### src/rtl/xchg_pkg.sv
package xchg_pkg;
  // Drive flags of both ports, carried as one small record.
  typedef struct packed {
    logic a;
    logic b;
  } drv_t;

  localparam int unsigned N_A2B_REGS = 3;
  localparam int unsigned N_B2A_REGS = 2;
endpackage

### src/rtl/xchg_en_reg.sv
module xchg_en_reg #(
  parameter int unsigned W       = 12,
  parameter logic        RST_BIT = 1'b0
) (
  input  logic         clk,
  input  logic         rst,
  input  logic         ld_n,
  input  logic [W-1:0] d,
  output logic [W-1:0] q
);
  localparam logic [W-1:0] RST_VAL = {W{RST_BIT}};

  always_ff @(posedge clk) begin
    if (rst)        q <= RST_VAL;
    else if (!ld_n) q <= d;
  end
endmodule

### src/rtl/xchg_a2b.sv
module xchg_a2b #(
  parameter int unsigned W = 12
) (
  input  logic         clk,
  input  logic         rst,
  input  logic         cap1_n,
  input  logic         cap2_n,
  input  logic [W-1:0] din,
  output logic [W-1:0] b1_q,
  output logic [W-1:0] b2_q
);
  logic [W-1:0] stage1;

  // first word waits here
  xchg_en_reg #(.W(W)) u_stage1 (
    .clk(clk), .rst(rst), .ld_n(cap1_n), .d(din), .q(stage1));

  // second stage of the upper-half path
  xchg_en_reg #(.W(W)) u_stage2 (
    .clk(clk), .rst(rst), .ld_n(cap2_n), .d(stage1), .q(b1_q));

  // single stage of the lower-half path
  xchg_en_reg #(.W(W)) u_low (
    .clk(clk), .rst(rst), .ld_n(cap2_n), .d(din), .q(b2_q));
endmodule

### src/rtl/xchg_b2a.sv
module xchg_b2a #(
  parameter int unsigned W = 12
) (
  input  logic         clk,
  input  logic         rst,
  input  logic         cap1_n,
  input  logic         cap2_n,
  input  logic         sel,
  input  logic [W-1:0] b1_din,
  input  logic [W-1:0] b2_din,
  output logic [W-1:0] a_q
);
  localparam int unsigned NH = xchg_pkg::N_B2A_REGS;

  logic [NH-1:0]       ld_n;
  logic [NH-1:0][W-1:0] din;
  logic [NH-1:0][W-1:0] held;

  assign ld_n = {cap1_n, cap2_n};
  assign din  = {b1_din, b2_din};

  for (genvar h = 0; h < NH; h++) begin : g_half
    xchg_en_reg #(.W(W)) u_hold (
      .clk(clk), .rst(rst), .ld_n(ld_n[h]), .d(din[h]), .q(held[h]));
  end

  // combinational select: index 1 is the upper half
  always_comb a_q = sel ? held[1] : held[0];
endmodule

### src/rtl/xchg_oe_sync.sv
module xchg_oe_sync (
  input  logic             clk,
  input  logic             rst,
  input  logic             oea_n,
  input  logic             oeb_n,
  output xchg_pkg::drv_t   drv
);
  logic [1:0] oe_q;

  // reset value 1 = both ports released
  xchg_en_reg #(.W(2), .RST_BIT(1'b1)) u_oe (
    .clk(clk), .rst(rst), .ld_n(1'b0), .d({oea_n, oeb_n}), .q(oe_q));

  always_comb begin
    drv.a = ~oe_q[1];
    drv.b = ~oe_q[0];
  end
endmodule

### src/rtl/bus_xchg.sv
module bus_xchg #(
  parameter int unsigned W = 12
) (
  input  logic         clk,
  input  logic         rst,
  input  logic         oea_n,
  input  logic         oeb_n,
  input  logic         a_cap1_n,
  input  logic         a_cap2_n,
  input  logic         b_cap1_n,
  input  logic         b_cap2_n,
  input  logic         b_sel,
  input  logic [W-1:0] a_din,
  input  logic [W-1:0] b1_din,
  input  logic [W-1:0] b2_din,
  output logic [W-1:0] a_dout,
  output logic         a_drive,
  output logic [W-1:0] b1_dout,
  output logic [W-1:0] b2_dout,
  output logic         b_drive
);
  xchg_pkg::drv_t drv;

  xchg_a2b #(.W(W)) u_a2b (
    .clk(clk), .rst(rst), .cap1_n(a_cap1_n), .cap2_n(a_cap2_n),
    .din(a_din), .b1_q(b1_dout), .b2_q(b2_dout));

  xchg_b2a #(.W(W)) u_b2a (
    .clk(clk), .rst(rst), .cap1_n(b_cap1_n), .cap2_n(b_cap2_n),
    .sel(b_sel), .b1_din(b1_din), .b2_din(b2_din), .a_q(a_dout));

  xchg_oe_sync u_oe (
    .clk(clk), .rst(rst), .oea_n(oea_n), .oeb_n(oeb_n), .drv(drv));

  assign a_drive = drv.a;
  assign b_drive = drv.b;
endmodule

### config.mk
export PLATFORM = sky130hd
export DESIGN_NAME = bus_xchg
export DESIGN_NICKNAME = d
export VERILOG_FILES = /design/src/rtl/xchg_pkg.sv /design/src/rtl/xchg_en_reg.sv /design/src/rtl/xchg_a2b.sv /design/src/rtl/xchg_b2a.sv /design/src/rtl/xchg_oe_sync.sv /design/src/rtl/bus_xchg.sv
export SDC_FILE = /design/constraint.sdc
export NUM_CORES = 1
export LEC_CHECK = 0
export BUFFER_PORTS_ARGS = -buffer_cell sky130_fd_sc_hd__buf_2
export CORE_MARGIN = 2
export CORE_UTILIZATION = 46
export CTS_BUF_LIST = sky130_fd_sc_hd__clkbuf_4 sky130_fd_sc_hd__clkbuf_8
export DETAILED_ROUTE_END_ITERATION = 6
export GPL_ROUTABILITY_DRIVEN = 0
export PLACE_DENSITY = 0.78
export SYNTH_ARGS = -nofsm -noshare
export SYNTH_HDL_FRONTEND = slang
export SYNTH_SLANG_ARGS = --single-unit
### constraint.sdc
create_clock -name clk -period 0.8 [get_ports clk]
set_input_delay 0.04 -clock clk [delete_from_list [all_inputs] [get_ports clk]]
set_output_delay 0.04 -clock clk [all_outputs]
set_load 0.005 [all_outputs]
# After elaboration in Yosys (flattened, before gate mapping)
# Index checks and enable logic that the tools add are counted.
[classes]
n_mux = 1
n_bitwise = 2
[ops]
columns = ["operator", "n"]
rows = [
  ["$mux 12", 1],
  ["$not 1->1", 2],
]
[totals]
ff_bits = 62
inputBits = 45

# Logic depth before layout (Yosys ltp)
# Gate-level depths: netlist of run 1.
[logic_depth]
word_depth = 1
ltp_mapped = 4

# By module
# A second synthesis of run 1 with hierarchy kept.
[unflattened]
hier_cells = 212
area_unflattened_um2 = 2367.3
[by_module_without_submodules]
columns = ["module", "seq_area_each_um2", "cells_each", "n_inst", "area_per_inst_um2"]
rows = [
  ["xchg_en_reg at u_a2b.u_low ...", 240.2, 38, 5, 420.4],
  ["xchg_b2a", 0.0, 13, 1, 183.9],
  ["xchg_en_reg at u_oe.u_oe", 40.0, 6, 1, 70.1],
  ["xchg_oe_sync", 0.0, 3, 1, 11.3],
]

# Least setup slack after synthesis of run 1
# OpenSTA, ideal clock, no wires.
[synth_path]
kind = "input -> register"
from = "in a_cap2_n"
to = "reg u_a2b.u_low.q[0]"
slack_ns = 0.167
stages = 4
setup_time_ns = 0.128
arrival_time_ns = 0.505
path_cell_list = "buf_6 > buf_12 > mux2i_1 > nor2_1"
[synth_lines]
columns = ["element", "line_no", "rtl"]
rows = [
  ["from (decl)", "bus_xchg.sv:9", "input logic a_cap2_n,"],
  ["to (signal assigned)", "xchg_en_reg.sv:14", "if (rst) q <= RST_VAL;"],
  ["to (signal assigned)", "xchg_en_reg.sv:15", "else if (!ld_n) q <= d;"],
  ["to (decl)", "xchg_en_reg.sv:9", "output logic [W-1:0] q"],
]

# Worst setup path after layout of run 1
[layout_path]
from = "reg u_b2a.g_half[0].u_hold.q[10]"
to = "out a_dout[10]"
[layout_between]
elab_chain_cells = 1
[layout_rtl]
columns = ["element", "line_no", "rtl"]
rows = [
  ["from (decl)", "xchg_en_reg.sv:9", ""],
  ["from (signal assigned)", "xchg_en_reg.sv:14", ""],
  ["from (signal assigned)", "xchg_en_reg.sv:15", ""],
  ["$mux 12", "xchg_b2a.sv:28", "always_comb a_q = sel ? held[1] : held[0];"],
  ["to (decl)", "bus_xchg.sv:16", "output logic [W-1:0] a_dout,"],
]
# Every way passes these cells.

==> impl_metrics.toml, run 1 <==
[global_routing]
antenna_found_initial = 0
first_global_vias = 1900
track_usage = 0.207
grt_pass1_wl_mm = 8.58
grt_max_degree = 34
gr-total-overflow = 0

[cells_and_area]
fin_util = 0.730
area_growth_pct = 55.4
n_antenna_cell = 0
drive_gt1_frac = 0.478
seqCellArea_sq_mm = 0.00129
multiInputGateArea_sq_um = 1000
final_common_cell = "buf_2"
nets = 388
layout_common_cells = "65 x buf_2, 60 x nor2_1, 59 x mux2i_1"
fillers = 360
final_area_sq_mm = 0.00366

[clocking]
clockBufferDepth = 2
numCtsBuffers = 9
clk_latency_ps = 330
clock-sinks = 62
clk_pin_slew_ps = 70
cts-root-buf = "clkbuf_8"
ctsHtreeMaxLevel = 3
cts_tree = "done"

[sta]
relSlewSlack = 0.758
worst_slack_ps = -316
min_period_ps = 1120
fmax_ghz = 0.896
tightest_slew_ps = 363
hold_violations = 0
rsz0062_at_grt = "true"
finalCritPeriodShare = 1.39
finalSetupViolations = 26
maxSlewViolCount = 0
skew_ps = 5.90

[worst_setup_path]
critPathRequiredTime_ps = 760
cp_slowest_cell = "dfxtp_1"
critPathMaxFanout = 2
crit_type = "reg2out"
path_cells = "mux2_4 > buf_6"
cpPeakStageDelay_ps = 320
startpoint_type = "flip-flop"
crit_arrival_ps = 1080
critPathCaptureType = "output pin"
startpoint = "u_b2a.g_half[0].u_hold.q[10]$_SDFFE_PP0N_"
crit_family = "flip-flops"
worstRegToRegCells = 3
cp.depth = 2
crit_buf_inv = 1
rr_startpoint = "u_b2a.g_half[1].u_hold.q[6]$_SDFFE_PP0N_"

[yosys]
avgSynthCellArea_sq_um = 11.1
synthesis.nets = 257
synth_cells = 212
netlist.area_leader.share = 0.528
yosys_register_bits = 62
syn_area_sq_mm = 0.00235
synth_top_area_cell = "dfxtp_1"
seq_area_frac_synth = 0.528
ys_warn_count = 0
ys_types = 10
synth_area_leaders = "dfxtp_1 53%, mux2i_1 26%, nor2_1 9.6%"

[detailed_routing]
drt_iter0_markers = 84
drc = 0
ant_nets = 0
drt-wirelength-per-cell_um = 15.2
dr.pass1.iters = 5
avgViaCountPerCell = 4.75
num_vias = 1982
wirelength_mm = 6.33

[place]
place_hpwl_mm = 3.31
io_buffers = 82
dpl_worst_slack_ps = -46.3
place_area_sq_mm = 0.00284

[floorplan]
die_y_um = 75.5
die_area_sq_mm = 0.00570
start_util = 0.470
core-area_sq_mm = 0.00501
fp.dieW_um = 75.5
ios = 83
num_rows = 26

[pwr]
leakagePower_nw = 1.83
p_per_area_mw_per_mm2 = 1940
irDropWorstVdd_mv = 1.89
fin_total_pwr_mw = 7.10

[min_path]
holdCritStartpoint = "rst"
worstHoldPathType = "in2reg"
hold_path_depth = 2

[job]
max_cap_violations = 0

[outcome]
failed_checks = "negative setup slack"
status = "finished with violations"
-- synth_stat cells --
library cell / count
buf_12: 2
buf_2: 6
buf_6: 5
clkbuf_1: 1
dfxtp_1: 62
inv_1: 2
mux2_2: 12
mux2i_1: 60
nor2_1: 60
or2_2: 2
-- worst paths after layout --
kind                                              endpoint  slack (ps)
hold / removal                   u_oe.u_oe.q[0]$_SDFF_PP1_          20
setup reg to reg  u_b2a.g_half[1].u_hold.q[6]$_SDFFE_PP0N_         -20
setup / recovery                                a_dout[10]        -320
hold reg to reg           u_a2b.u_stage2.q[6]$_SDFFE_PP0N_         490
-- metal layers --
| metal | track usage | vias to the layer above | routed length (um) |
|---|---|---|---|
| met5 | 0 | - | 0 |
| met4 | 0.0955 | 0 | 119 |
| met3 | 0.0582 | 12 | 357 |
| met2 | 0.396 | 65 | 3390 |
| met1 | 0.204 | 943 | 2460 |
| li1 | - | 962 | - |
-- sequential cells by signal, indices dropped and copies added (netlist names) --
register               count
u_b2a.g_half.u_hold.q     24
u_a2b.u_low.q             12
u_a2b.u_stage1.q          12
u_a2b.u_stage2.q          12
u_oe.u_oe.q                2
-- power breakdown --
part	switching (mW)	leakage [nW]	internal [mW]
registers	0.0978	0.526	3.28
logic	0.408	1.20	0.625
clock network	1.16	0.0986	1.53
-- area by class of cell --
cell class / count / area share
Multi-Input combinational cell: 134 / 0.273
Sequential cell: 62 / 0.353
Clock buffer: 11 / 0.0397
Tap cell: 70 / 0.0240
Clock inverter: 4 / 0.0130
Timing Repair Buffer: 134 / 0.295
Inverter: 2 / 0.00205
-- cell families (layout without fill, tap and decap cells) --
kind of cell  after synthesis  in the layout  synth area share
mux                        72             72             0.313
flops                      62             62             0.528
simple gates               62             62             0.101
buf+inv                    16            151            0.0585
-- per-stage QoR --
stage | std cells | hold WS, ps | setup TNS, ps
6_report | 417 | 16.1 | -3430
5_1_grt | 417 | 3.09 | -4640
4_1_cts | 415 | 7.59 | -3550
3_5_place_dp | 356 | 232 | -240
3_3_place_gp | 356 | 234 | -8.48
2_1_floorplan | 212 | 144 | 0
-- repair_timing --
item / in CTS / in global routing
buffers inserted: 6 / 3
setup endpoints to repair: 38 / 39
cloned: 0 / 0
hold buffers: 38 / 0
resized for setup: 37 / 27
pin swaps: 0 / 1
hold endpoints to repair: 50 / 0
No activity file was read; power rests on OpenSTA's default activity.
==> run 2: changes to the inputs <==
ABC_AREA = 1   (was not set)
CORE_UTILIZATION = 47   (was 46)
PLACE_DENSITY = 0.77   (was 0.78)
clock period = 0.92 ns   (was 0.8 ns; I/O delays follow)
==> impl_metrics.toml, run 2 <==
[floorplan]
core-area_sq_mm = 0.00544
ios = 83
die_y_um = 78.7
start_util = 0.482
num_rows = 27
die_area_sq_mm = 0.00619
fp.dieW_um = 78.7

[worst_setup_path]
startpoint_type = "flip-flop"
cpPeakStageDelay_ps = 310
crit_type = "reg2out"
path_cells = "inv_1 > o21ai_0 > buf_2"
crit_arrival_ps = 1020
critPathMaxFanout = 2
critPathCaptureType = "output pin"
cp_slowest_cell = "dfxtp_1"
critPathRequiredTime_ps = 870
worstRegToRegCells = 6

[yosys]
synth_cells = 410
yosys_register_bits = 62
synthesis.nets = 455
synth_edf_count = 0
netlist.area_leader.share = 0.474
synthTopCellsByCount = "132 x nand2_1, 120 x nor2_1, 62 x dfxtp_1, 62 x inv_1, 12 x o21ai_0"
syn_area_sq_mm = 0.00262
synth_ff_type = "dfxtp_1"
synth_area_leaders = "dfxtp_1 47%, nand2_1 19%, nor2_1 17%"
synth_top_area_cell = "dfxtp_1"
ys_async_sr_fraction = 0
seq_area_frac_synth = 0.474
synth_most_common_cell = "nand2_1"
ys_types = 10
ys_warn_count = 0
avgSynthCellArea_sq_um = 6.39

[cells_and_area]
multiInputGateArea_sq_mm = 0.00103
fin_cells = 614
drive_gt1_frac = 0.273
area_growth_pct = 45.7
seqCellArea_sq_mm = 0.00127
final_common_cell = "nand2_1"
layout_common_cells = "132 x nand2_1, 119 x nor2_1, 81 x buf_2"
n_antenna_cell = 0
nets = 582
top_register = "u_b2a.g_half.u_hold.q"
largest_reg_flops = 24
fillers = 440

[detailed_routing]
drt_iter0_markers = 127
num_vias = 2719
dr.pass1.iters = 4
drt-wirelength-per-cell_um = 11.3
ant_nets = 0
drc = 0
avgViaCountPerCell = 4.43
wirelength_mm = 6.93

[clocking]
clk_latency_ps = 340
clock-sinks = 62
numCtsBuffers = 9
clockBufferDepth = 2
cts-root-buf = "clkbuf_8"
cts_tree = "done"
clk_pin_slew_ps = 70
ctsHtreeMaxLevel = 3

[pwr]
leakagePower_nw = 2.08
p_per_area_mw_per_mm2 = 1660
fin_total_pwr_mw = 6.35
irDropWorstVdd_mv = 1.31

[sta]
finalSetupViolations = 13
worst_slack_ps = -142
fmax_ghz = 0.941
maxSlewViolCount = 0
skew_ps = 6.61
hold_violations = 0
finalCritPeriodShare = 1.15
tightest_slew_ps = 422
relSlewSlack = 0.719
rsz0062_at_grt = "true"
min_period_ps = 1060

[min_path]
worstHoldPathType = "in2reg"
hold_path_depth = 3

[global_routing]
track_usage = 0.215
first_global_vias = 2605
gr-total-overflow = 0
grt_pass1_wl_mm = 10.4
grt_max_degree = 49
antenna_found_initial = 0

[outcome]
status = "finished with violations"
failed_checks = "negative setup slack"

[job]
max_cap_violations = 0

[place]
place_hpwl_mm = 3.78
dp_cells = 548
io_buffers = 82
## run 2: cell families (layout without fill, tap and decap cells)
logic type,count (synthesis),count (layout),share of synthesized area
and+or+nand+nor,254,254,0.366
buffers and inverters,82,214,0.138
DFF,62,62,0.474
AOI/OAI and AO/OA,12,12,0.0229
## run 2: cell type report
| type | count | share of cell area |
|---|---|---|
| timing repair buffer | 135 | 0.262 |
| clock buffer | 11 | 0.0364 |
| clock inverter | 5 | 0.0131 |
| inverter | 63 | 0.0639 |
| multi-input combinational | 266 | 0.269 |
| sequential | 62 | 0.331 |
| tap | 72 | 0.0236 |
## run 2: timing repair
action / in CTS / in global routing
setup buffers: 3 / 4
hold buffers: 39 / 0
setup endpoints to repair: 12 / 45
gates cloned: 0 / 4
resized for setup: 29 / 20
hold endpoints to repair: 50 / 0
## run 2: stage by stage
step	utilization	hold slack [ps]	instance area [sq um]	setup TNS (ps)	setup slack, ps
floorplan	-	150	2620	0	351
global placement	0.562	230	3060	0	208
detailed placement	0.562	235	3060	0	192
CTS	0.676	138	3670	-862	-90.9
global route	0.702	192	3820	-1460	-194
finish	0.702	153	3820	-847	-142
## run 2: final timing paths
kind	from	end	slack [ps]
min	b_cap1_n	u_b2a.g_half[1].u_hold.q[11]$_SDFFE_PP0N_	150
min reg2reg	u_a2b.u_stage1.q[5]$_SDFFE_PP0N_	u_a2b.u_stage2.q[5]$_SDFFE_PP0N_	470
max reg2reg	u_b2a.g_half[0].u_hold.q[8]$_SDFFE_PP0N_	u_b2a.g_half[0].u_hold.q[8]$_SDFFE_PP0N_	0
max	u_b2a.g_half[0].u_hold.q[9]$_SDFFE_PP0N_	a_dout[9]	-140
## run 2: critical path, delay by kind of cell (launching register included)
family / cells / cell delay, ps
buffers and inverters: 2 / 200
AOI/OAI and AO/OA: 1 / 170
DFF: 1 / 310
## run 2: power by group
part | internal, mW | leakage [nW] | switching [mW]
logic | 0.521 | 1.45 | 0.524
registers | 2.89 | 0.521 | 0.0865
clock network | 1.29 | 0.104 | 1.04
## run 2: layer usage
metal,vias up,global-route usage,part of all wire
met5,-,0,0
met4,0,0.132,0.040
met3,30,0.0609,0.059
met2,89,0.401,0.50
met1,1173,0.207,0.40
li1,1427,-,-
